==> src/rtl/dmp_pkg.sv <==
package dmp_pkg;
  function automatic int wmax(input int a, input int b);
    return (a > b) ? a : b;
  endfunction

  typedef enum logic {PH_PRIME = 1'b1, PH_RUN = 1'b0} dmp_phase_e;
endpackage

==> src/rtl/dmp_prog.sv <==
module dmp_prog #(
  parameter int NW = 10,
  parameter int AW = 7
) (
  input  logic [NW-1:0] n_val_i,
  input  logic [AW-1:0] a_val_i,
  output logic [NW-1:0] n_eff_o,
  output logic [AW-1:0] a_eff_o
);
  localparam int MW = dmp_pkg::wmax(NW, AW);

  logic [MW-1:0] n_w, a_w;

  always_comb begin
    n_eff_o = (n_val_i == '0) ? NW'(1) : n_val_i;
    n_w     = MW'(n_eff_o);
    a_w     = MW'(a_val_i);
    // clamp swallow count to main count; when it exceeds, n_eff < 2^AW
    a_eff_o = (a_w > n_w) ? AW'(n_w) : a_val_i;
  end
endmodule

==> src/rtl/dmp_n_cnt.sv <==
module dmp_n_cnt #(
  parameter int NW = 10
) (
  input  logic          clk_i,
  input  logic          rst_ni,
  input  logic          load_i,
  input  logic [NW-1:0] load_val_i,
  output logic [NW-1:0] cnt_o,
  output logic          last_o
);
  logic [NW-1:0] cnt_q;

  always_ff @(posedge clk_i or negedge rst_ni) begin
    if (!rst_ni)     cnt_q <= NW'(1);
    else if (load_i) cnt_q <= load_val_i;
    else             cnt_q <= cnt_q - NW'(1);
  end

  assign cnt_o  = cnt_q;
  assign last_o = (cnt_q == NW'(1));
endmodule

==> src/rtl/dmp_a_cnt.sv <==
module dmp_a_cnt #(
  parameter int AW = 7
) (
  input  logic          clk_i,
  input  logic          rst_ni,
  input  logic          load_i,
  input  logic [AW-1:0] load_val_i,
  output logic [AW-1:0] cnt_o,
  output logic          done_o
);
  logic [AW-1:0] cnt_q;

  always_ff @(posedge clk_i or negedge rst_ni) begin
    if (!rst_ni)            cnt_q <= '0;
    else if (load_i)        cnt_q <= load_val_i;
    else if (cnt_q != '0)   cnt_q <= cnt_q - AW'(1);
  end

  assign cnt_o  = cnt_q;
  assign done_o = (cnt_q == '0);
endmodule

==> src/rtl/dmp_ctrl.sv <==
module dmp_ctrl #(
  parameter int NW = 10,
  parameter int AW = 7
) (
  input  logic          clk_i,
  input  logic          rst_ni,
  input  logic [NW-1:0] n_val_i,
  input  logic [AW-1:0] a_val_i,
  output logic          mod_ctrl_o,
  output logic          cycle_o
);
  import dmp_pkg::*;

  localparam int MW = wmax(NW, AW);

  dmp_phase_e    phase_q;
  logic [NW-1:0] n_eff, n_cnt;
  logic [AW-1:0] a_eff, a_cnt;
  logic          n_last, a_done, load;

  always_ff @(posedge clk_i or negedge rst_ni) begin
    if (!rst_ni) phase_q <= PH_PRIME;
    else         phase_q <= PH_RUN;
  end

  assign load = (phase_q == PH_PRIME) | n_last;

  dmp_prog #(.NW(NW), .AW(AW)) u_prog (
    .n_val_i (n_val_i),
    .a_val_i (a_val_i),
    .n_eff_o (n_eff),
    .a_eff_o (a_eff)
  );

  dmp_n_cnt #(.NW(NW)) u_n_cnt (
    .clk_i      (clk_i),
    .rst_ni     (rst_ni),
    .load_i     (load),
    .load_val_i (n_eff),
    .cnt_o      (n_cnt),
    .last_o     (n_last)
  );

  dmp_a_cnt #(.AW(AW)) u_a_cnt (
    .clk_i      (clk_i),
    .rst_ni     (rst_ni),
    .load_i     (load),
    .load_val_i (a_eff),
    .cnt_o      (a_cnt),
    .done_o     (a_done)
  );

  assign mod_ctrl_o = a_done;
  assign cycle_o    = (phase_q == PH_RUN) & n_last;

  // high modulus holds until end of cycle
  a_r8_mod_holds: assert property (@(posedge clk_i) disable iff (!rst_ni)
    (phase_q == PH_RUN && mod_ctrl_o && !cycle_o) |=> mod_ctrl_o);

  // counter reloads on cycle end with value sampled at that edge
  a_r7_reload: assert property (@(posedge clk_i) disable iff (!rst_ni)
    cycle_o |=> (n_cnt == $past(n_eff)) && (a_cnt == $past(a_eff)));

  // swallow count never exceeds remaining main count
  a_r5_a_within_n: assert property (@(posedge clk_i) disable iff (!rst_ni)
    (phase_q == PH_RUN) |-> (MW'(a_cnt) <= MW'(n_cnt)));

  // main counter never sits at zero
  a_r6_n_nonzero: assert property (@(posedge clk_i) disable iff (!rst_ni)
    n_cnt != '0);

  // reset state seen on first running clock is a fresh load
  a_r1_first_load: assert property (@(posedge clk_i) disable iff (!rst_ni)
    (phase_q == PH_PRIME) |=> (n_cnt == $past(n_eff)));
endmodule

==> config.mk <==
export PLATFORM = sky130hd
export DESIGN_NAME = dmp_ctrl
export DESIGN_NICKNAME = d
export VERILOG_FILES = /design/src/rtl/dmp_pkg.sv /design/src/rtl/dmp_prog.sv /design/src/rtl/dmp_n_cnt.sv /design/src/rtl/dmp_a_cnt.sv /design/src/rtl/dmp_ctrl.sv
export SDC_FILE = /design/constraint.sdc
export NUM_CORES = 1
export LEC_CHECK = 0
export BUFFER_PORTS_ARGS = -buffer_cell sky130_fd_sc_hd__buf_2
export CAP_MARGIN = 40
export CORE_MARGIN = 1
export CORE_UTILIZATION = 30
export DETAILED_ROUTE_END_ITERATION = 8
export GPL_TIMING_DRIVEN = 0
export PLACE_DENSITY_LB_ADDON = 0.2
export SYNTH_ARGS = -nofsm -noshare
export SYNTH_HDL_FRONTEND = slang
export SYNTH_SLANG_ARGS = --single-unit
==> constraint.sdc <==
create_clock -name clk_i -period 2.2 [get_ports clk_i]
set_input_delay 0.22 -clock clk_i [delete_from_list [all_inputs] [get_ports clk_i]]
set_output_delay 0.22 -clock clk_i [all_outputs]
set_load 0.02 [all_outputs]
### Yosys cells after proc, flatten, opt, wreduce, memory -nomap -nowiden

Cells that the tools add are included.

* output and inout bits: 2
* flip-flop bits (word level): 18
* word-level logic and storage cells: 19
* bits of input ports: 19

* muxes and demuxes: 5
* $lt $le $gt $ge: 1
* reduce and logical (&&, ||, !) cells: 4
* equality and inequality tests: 1
* bitwise logic cells: 3
* $add $sub $neg: 2

Operators with widths (number)
* 7-bit 2-to-1 mux: 3
* 10-bit 2-to-1 mux: 2
* 10-bit by 1-bit == test with 1-bit output, second input constant: 1
* 7-bit by 10-bit greater-than comparator with 1-bit output: 1
* 10-bit zero test: 1
* 10-bit by 1-bit subtractor with 10-bit output, second input constant: 1
* 7-bit zero test: 1
* 7-bit nonzero test: 1
* 7-bit by 1-bit subtractor with 7-bit output, second input constant: 1
* 2-bit nonzero test: 1
* 1-bit bitwise AND: 1
* 1-bit inverter: 1
* 1-bit OR: 1

### Depth between registers and ports, before layout

Gate-level depths: netlist of run 1.

* word-level depth: 5
* gate-level depth with buffers: 9
* gate-level depth less buffers: 8

### By module

Synthesis of run 1 repeated with hierarchy kept, for this count alone.

* cells, all modules: 151
* area total of the unflattened synthesis: 1393.8 µm²

By module, submodules not included
* dmp_n_cnt: sequential area each 251.5 µm², area an instance 541.8 µm², cells an instance 56, instances 1
* dmp_a_cnt: sequential area each 175.2 µm², area an instance 434.2 µm², cells an instance 43, instances 1
* dmp_prog: sequential area each 0.0 µm², area an instance 375.4 µm², cells an instance 48, instances 1
* dmp_ctrl: sequential area each 26.3 µm², area an instance 42.5 µm², cells an instance 4, instances 1

### Least setup slack after synthesis of run 1

Ideal clock, no wire load.

* path kind: in2reg
* start: in n_val_i[7]
* end: reg u_a_cnt.cnt_q[0], in the netlist u_a_cnt.cnt_o[0]
* setup slack: 499 ps
* buffers on the path: 1
* arrival: 1622 ps
* stages: 9
* setup time: 80 ps
* path through: nor3_2 a41o_1 ha_1 nand3_1 o221ai_1 a31o_1 buf_4 and2_1 o22ai_2

* cells in the longest elaborated chain, start to end: 5

RTL lines
* start, declared: RTL line dmp_ctrl.sv:7 `input logic [NW-1:0] n_val_i,`
* 10-bit zero test: RTL line dmp_prog.sv:15 `n_eff_o = (n_val_i == '0) ? NW'(1) : n_val_i;`
* 10-bit 2-to-1 mux (*): RTL line dmp_prog.sv:15
* 7-bit by 10-bit greater-than comparator with 1-bit output: RTL line dmp_prog.sv:19 `a_eff_o = (a_w > n_w) ? AW'(n_w) : a_val_i;`
* 7-bit 2-to-1 mux (*): RTL line dmp_prog.sv:19
* 7-bit 2-to-1 mux (*): RTL line dmp_a_cnt.sv:15 `else if (load_i) cnt_q <= load_val_i;`
* end signal, assigned: RTL line dmp_a_cnt.sv:15
* end signal, assigned: RTL line dmp_a_cnt.sv:16 `else if (cnt_q != '0) cnt_q <= cnt_q - AW'(1);`
* end, declared: RTL line dmp_a_cnt.sv:11 `logic [AW-1:0] cnt_q;`

Every way passes the cells marked *; elsewhere a longest branch is shown, timed or not.
A chain may end at the register's enable or synchronous reset.

### Worst setup path in the final report of run 1

* start: in n_val_i[7]
* end: reg u_a_cnt.cnt_q[6], in the netlist u_a_cnt.cnt_o[6]

The elaborated chain is that of the path after synthesis.

==> flow_summary.yaml, run 1 <==
run_status:
  outcome: "completed"
yosys:
  synth_compound_area_share_pct: 15.5
  synth_cells: 139
  synth_seq_cells: 18
  syn-num-nets: 169
  synth_edf_count: 0
  synth_area_per_cell_um2: 9.42
  synthMuxAreaShare_pct: 4.68
  ys_warn_count: 0
  synth_top_family_by_area: "simple AND/OR/NAND/NOR gates"
  synthArstFlopShare_pct: 100
  synth_cell_types: 43
  netlist_area_um2: 1310
  synth_fa_ha_area_share_pct: 10.5
  synth-simple-area-share_pct: 18.2
  synth_flop_cell: "dfrtp_1"
  seq_area_frac_synth_pct: 34.6
  synth_xor_area_share_pct: 8.70
global_route:
  grt_pass1_wl_mm: 5.00
  grt_pass1_vias: 1072
  grt_start_max_net_pins: 19
  antenna_found_initial: 0
  gr-total-overflow: 0
  grt_usage_pct: 14.7
pwr:
  power_density_nw_per_um2: 609
  p_leak_nw: 0.756
  p_total_mw: 0.935
  peakVddDrop_v: 0.000283
layout:
  syn2layout_area_growth_pct: 17.4
  antennaDiodeCount: 0
  drive_above_1_share_pct: 25.0
  layout_commonest_cell: "buf_2"
  stdcell_area_um2: 1540
  post-route-util_pct: 37.6
  mostFrequentLayoutCells: "buf_2 (20), dfrtp_1 (16), nand2_1 (14), inv_1 (12), ha_1 (11)"
  final_nets: 195
critical_path:
  endpoint_kind: "flip-flop"
  cp_max_fo: 9
  crit_path_top_delay_cell: "a41o_1"
  slowest_delay_ps: 250
  worst-setup-path-type: "input port to flip-flop"
  path_cells: "buf_2 > nor3_2 > a41o_1 > ha_1 > nand3_1 > o221ai_1 > a31o_1 > buf_4 > mux2i_1 > a21oi_1"
  worstPathArrival_ps: 1960
  start_kind: "input port"
  required_ps: 2330
worst_hold_path:
  hold_path_class: "input port to flip-flop"
timing:
  holdWs_ps: 200
  slew_viol_final: 0
  max_freq_mhz: 547
  finalHoldViolations: 0
  rsz0062_at_grt: "false"
  fin_setup_tns_ps: 0
  finClkSkew_ps: 3.09
  period_share_pct: 83.1
  final.min_clock_period_ps: 1830
  setup_viol: 0
route:
  drtAntennaViolNets: 0
  routed.top_layer: "met4"
  route.detailed.drc: 0
  dr_wl_met3_um: 63
  wl_met2_mm: 1.37
  vias_per_cell: 4.94
  post_drt_wl_per_cell_um: 13.4
  vias: 1058
  drt_iter0_markers: 25
  drt-total-wl_mm: 2.87
  wl_met1_mm: 1.44
  firstDrtPassIters: 4
flow_run:
  max_cap_viol_count: 0
floorplan:
  die_x_um: 68.1
  io_pins: 21
  start_util_pct: 32.0
  coreArea_um2: 4090
  die_h_um: 68.1
  num_rows: 23
  design.die.area_um2: 4630
placed_design:
  routabilityCongestion: 0.820
  postPlaceCellArea_um2: 1470
  hpwlAfterDp_mm: 2.26
  port_buffers: 20
clock_tree:
  ctsResizeCount: 0
  cts_max_path_buffers: 2
  clock_latency_ps: 250
  cts.sinks: 18
  cts_tree: "built"
  htreeDepth: 1
  cts_setup_buffers: 0
  path_clk_slew_ps: 70
  cts_buffers: 3
  cts-root-buf: "clkbuf_8"
==> state kept, by name, summed over array words and instances, names as in the netlist <==
signal / cells
phase_q: 1
u_a_cnt.cnt_o: 7
u_n_cnt.cnt_o: 10
==> cell usage after synthesis (3+ instances only) <==
cell	count	area, um2
a21oi_1	10	50.1
nor2_1	8	30.0
mux2i_1	5	50.1
ha_1	11	138
nand3_1	3	15.0
inv_1	12	45.0
xnor2_1	7	61.3
nand2_1	14	52.6
nor3_1	3	15.0
buf_4	3	22.5
o21ai_0	8	40.0
xor2_1	6	52.6
dfrtp_1	16	400
==> per-stage QoR <==
step                setup slack [ps]  std cells
floorplan                        499        139
global placement                 100        209
detailed placement               120        209
CTS                              374        214
global route                     250        214
finish                           373        214
==> where the power goes <==
| group | internal (mW) | switching (mW) | total [mW] | leakage, nW |
|---|---|---|---|---|
| sequential | 0.378 | 0.0555 | 0.434 | 0.210 |
| combinational | 0.116 | 0.118 | 0.234 | 0.517 |
| clock | 0.159 | 0.108 | 0.267 | 0.0288 |
| total | 0.653 | 0.282 | 0.935 | 0.756 |
==> area by class of cell <==
class / count / area (um2)
fillers: 439 / 2550
multi-input cells: 104 / 757
flip-flops and latches: 18 / 453
repair buffers: 21 / 110
well taps: 50 / 62.6
clock buffers: 4 / 55.1
plain buffers: 5 / 53.8
inverters: 12 / 45.0
==> routing by layer <==
layer	vias to the layer above	global-route usage, %
met2	13	23.9
met5	-	0
met1	512	19.1
li1	531	-
met4	0	4.69
met3	2	3.17
==> kinds of logic after synthesis <==
family	Yosys count
simple gates	42
compound gates	31
flops	18
buf+inv	17
xor+xnor	13
fa+ha+maj	11
mux	6
other cells	1
==> what timing repair did <==
item	CTS	global route
hold buffers	1	0
hold endpoints to repair	16	0
setup endpoints to repair	0	0
==> worst paths after layout <==
| check | startpoint | to | slack, ps | cells after the start |
|---|---|---|---|---|
| max | n_val_i[7] | u_a_cnt.cnt_o[6]$_DFFE_PN0P_ | 370 | 10 |
| min | n_val_i[7] | u_n_cnt.cnt_o[7]$_DFF_PN0_ | 200 | 3 |
| max reg2reg | u_n_cnt.cnt_o[5]$_DFF_PN0_ | u_n_cnt.cnt_o[0]$_DFF_PN1_ | 600 | 5 |
| min reg2reg | u_n_cnt.cnt_o[9]$_DFF_PN0_ | u_n_cnt.cnt_o[9]$_DFF_PN0_ | 610 | 2 |
| max in group asynchronous | rst_ni | u_n_cnt.cnt_o[0]$_DFF_PN1_ | 1440 | 2 |
| min in group asynchronous | rst_ni | u_n_cnt.cnt_o[9]$_DFF_PN0_ | 430 | 2 |
==> critical path, delay by kind of cell <==
kind            cells  cell delay, ps
compound gates      4             650
simple gates        2             320
mux                 1             250
fa+ha+maj           1             240
buf+inv             2             280
Power figures use the tool's default switching activity.
==> run 2, diff against run 1 <==
==> constraint.sdc (replaced) <==
create_clock -name clk_i -period 1.57 [get_ports clk_i]
set_input_delay 0.157 -clock clk_i [delete_from_list [all_inputs] [get_ports clk_i]]
set_output_delay 0.157 -clock clk_i [all_outputs]
set_load 0.02 [all_outputs]
==> run 2 against run 1 <==
  * The flow now finishes with violations (setup timing)
  * Combinational power is 74% higher
  * Sequential power is 40% higher
  * First-iteration DRC count is 72% higher
  * Die area stayed put
  * Global-route usage hardly changed
  * Sequential cell count stayed put
  * Critical path type unchanged
  * Critical endpoint unchanged
==> flow_summary.yaml, run 2 (synthesis results as in run 1) <==
worst_hold_path:
  holdPathStages: 2
  hold_path_class: "input port to flip-flop"
  worstHoldStart: "n_val_i[4]"
layout:
  antennaDiodeCount: 0
  final_nets: 204
  drive_above_1_share_pct: 37.0
  finalNonFillerCells: 223
  post-route-util_pct: 43.7
  layout_commonest_cell: "dfrtp_1"
  largest_reg_flops: 10
  syn2layout_area_growth_pct: 36.5
  mostFrequentLayoutCells: "dfrtp_1 (15), nand2_1 (13), inv_1 (12), ha_1 (11), buf_2 (11)"
  stdcell_area_um2: 1790
  fill_cells: 417
route:
  route.detailed.drc: 0
  post_drt_wl_per_cell_um: 13.8
  firstDrtPassIters: 4
  drtAntennaViolNets: 0
  wl_met2_mm: 1.54
  routed.top_layer: "met4"
  vias: 1108
  wl_met1_mm: 1.47
  dr_wl_met3_um: 54
  drt_iter0_markers: 43
  drt-total-wl_mm: 3.08
  vias_per_cell: 4.97
floorplan:
  start_util_pct: 32.0
  die_h_um: 68.1
  design.die.area_um2: 4630
  num_rows: 23
  io_pins: 21
  coreArea_um2: 4090
  die_x_um: 68.1
critical_path:
  ff2ff_setup_slack_ps: 20
  r2r_cells: 7
  crit_path_frequent_cell: "buf_6"
  worst-setup-path-type: "input port to flip-flop"
  slowest_delay_ps: 300
  path_cells: "buf_6 > nor2_2 > a41o_1 > ha_1 > nand3_2 > o221ai_2 > a31o_1 > buf_6 > mux2i_4 > a21oi_2"
  cp_max_fo: 5
  start_kind: "input port"
  crit_path_top_delay_cell: "ha_1"
  r2r-end: "u_n_cnt.cnt_o[4]$_DFF_PN0_"
  required_ps: 1710
  worstPathArrival_ps: 1740
  endpoint_kind: "flip-flop"
  reg2reg_from: "u_n_cnt.cnt_o[8]$_DFF_PN0_"
  endpoint: "u_a_cnt.cnt_o[6]$_DFFE_PN0P_"
  crit_start: "n_val_i[1]"
placed_design:
  routabilityCongestion: 0.816
  port_buffers: 20
  dp.cells: 209
  postPlaceCellArea_um2: 1480
  hpwlAfterDp_mm: 2.22
  preCtsSetupSlack_ps: -414
clock_tree:
  clock_latency_ps: 250
  cts_tree: "built"
  path_clk_slew_ps: 70
  cts.sinks: 18
  cts_max_path_buffers: 2
  cts_buffers: 3
  cts-root-buf: "clkbuf_8"
  htreeDepth: 1
timing:
  layout_setup_ws_ps: -35.8
  finClkSkew_ps: 1.68
  slew_viol_final: 0
  period_share_pct: 102
  final.min_clock_period_ps: 1610
  setup_viol: 3
  rsz0062_at_grt: "true"
  max_freq_mhz: 623
  finalHoldViolations: 0
pwr:
  peakVddDrop_v: 0.000393
  power_density_nw_per_um2: 778
  p_leak_nw: 0.846
global_route:
  grt_pass1_vias: 1060
  grt_usage_pct: 14.7
  gr-total-overflow: 0
  grt_start_max_net_pins: 19
  antenna_found_initial: 0
  grt_pass1_wl_mm: 5.00
run_status:
  outcome: "finished with violations"
  violations: "setup timing"
flow_run:
  max_cap_viol_count: 0
==> run 2: worst min path at each step <==
stage / to / slack [ps]
3_3_place_gp: u_n_cnt.cnt_o[8]$_DFF_PN0_ / 120
4_1_cts: u_n_cnt.cnt_o[7]$_DFF_PN0_ / 120
6_report: u_n_cnt.cnt_o[4]$_DFF_PN0_ / 120
3_5_place_dp: u_n_cnt.cnt_o[7]$_DFF_PN0_ / 110
5_1_grt: u_n_cnt.cnt_o[4]$_DFF_PN0_ / 130
2_1_floorplan: u_a_cnt.cnt_o[0]$_DFFE_PN0P_ / -140
==> run 2: final cells by class <==
cell class                 count  area (um2)  share of cell area (%)
clock buffer                   4        55.1                    3.08
multi-input combinational    104         832                    46.6
inverter                      12        45.0                    2.52
buffer                         5        68.8                    3.85
tap                           50        62.6                    3.50
timing repair buffer          30         269                    15.1
sequential                    18         454                    25.4
==> run 2: report_power, final <==
group | internal [mW] | switching, mW | leakage, nW
combinational | 0.214 | 0.192 | 0.608
sequential | 0.531 | 0.0782 | 0.209
clock | 0.222 | 0.153 | 0.0288
total | 0.968 | 0.423 | 0.846
==> run 2: stage by stage <==
stage          power (mW)  TNS, ps  hold WS, ps
2_1_floorplan       0.840        0         -139
3_3_place_gp        0.939    -2190          115
3_5_place_dp        0.945    -2260          113
4_1_cts              1.35    -15.1          119
5_1_grt              1.47    -1110          126
6_report             1.39    -51.6          125
==> run 2: layer usage <==
metal | vias up | GRT usage [%]
met5 | - | 0
met4 | 0 | 3.13
met3 | 2 | 2.00
met2 | 11 | 24.0
met1 | 541 | 20.4
li1 | 554 | -
==> run 2: critical path, delay by kind of cell <==
kind / cells / cell delay, ps
AOI/OAI and AO/OA: 4 / 650
adders and majority gates: 1 / 300
muxes: 1 / 260
buffers and inverters: 2 / 250
and+or+nand+nor: 2 / 110
==> run 2: timing repair <==
item,4_1_cts,5_1_grt
endpoints found under the setup margin,10,19
buffers inserted,4,2
pin swaps,9,11
hold buffers,1,0
cloned,1,2
hold endpoints to repair,16,0
resized for setup,11,26
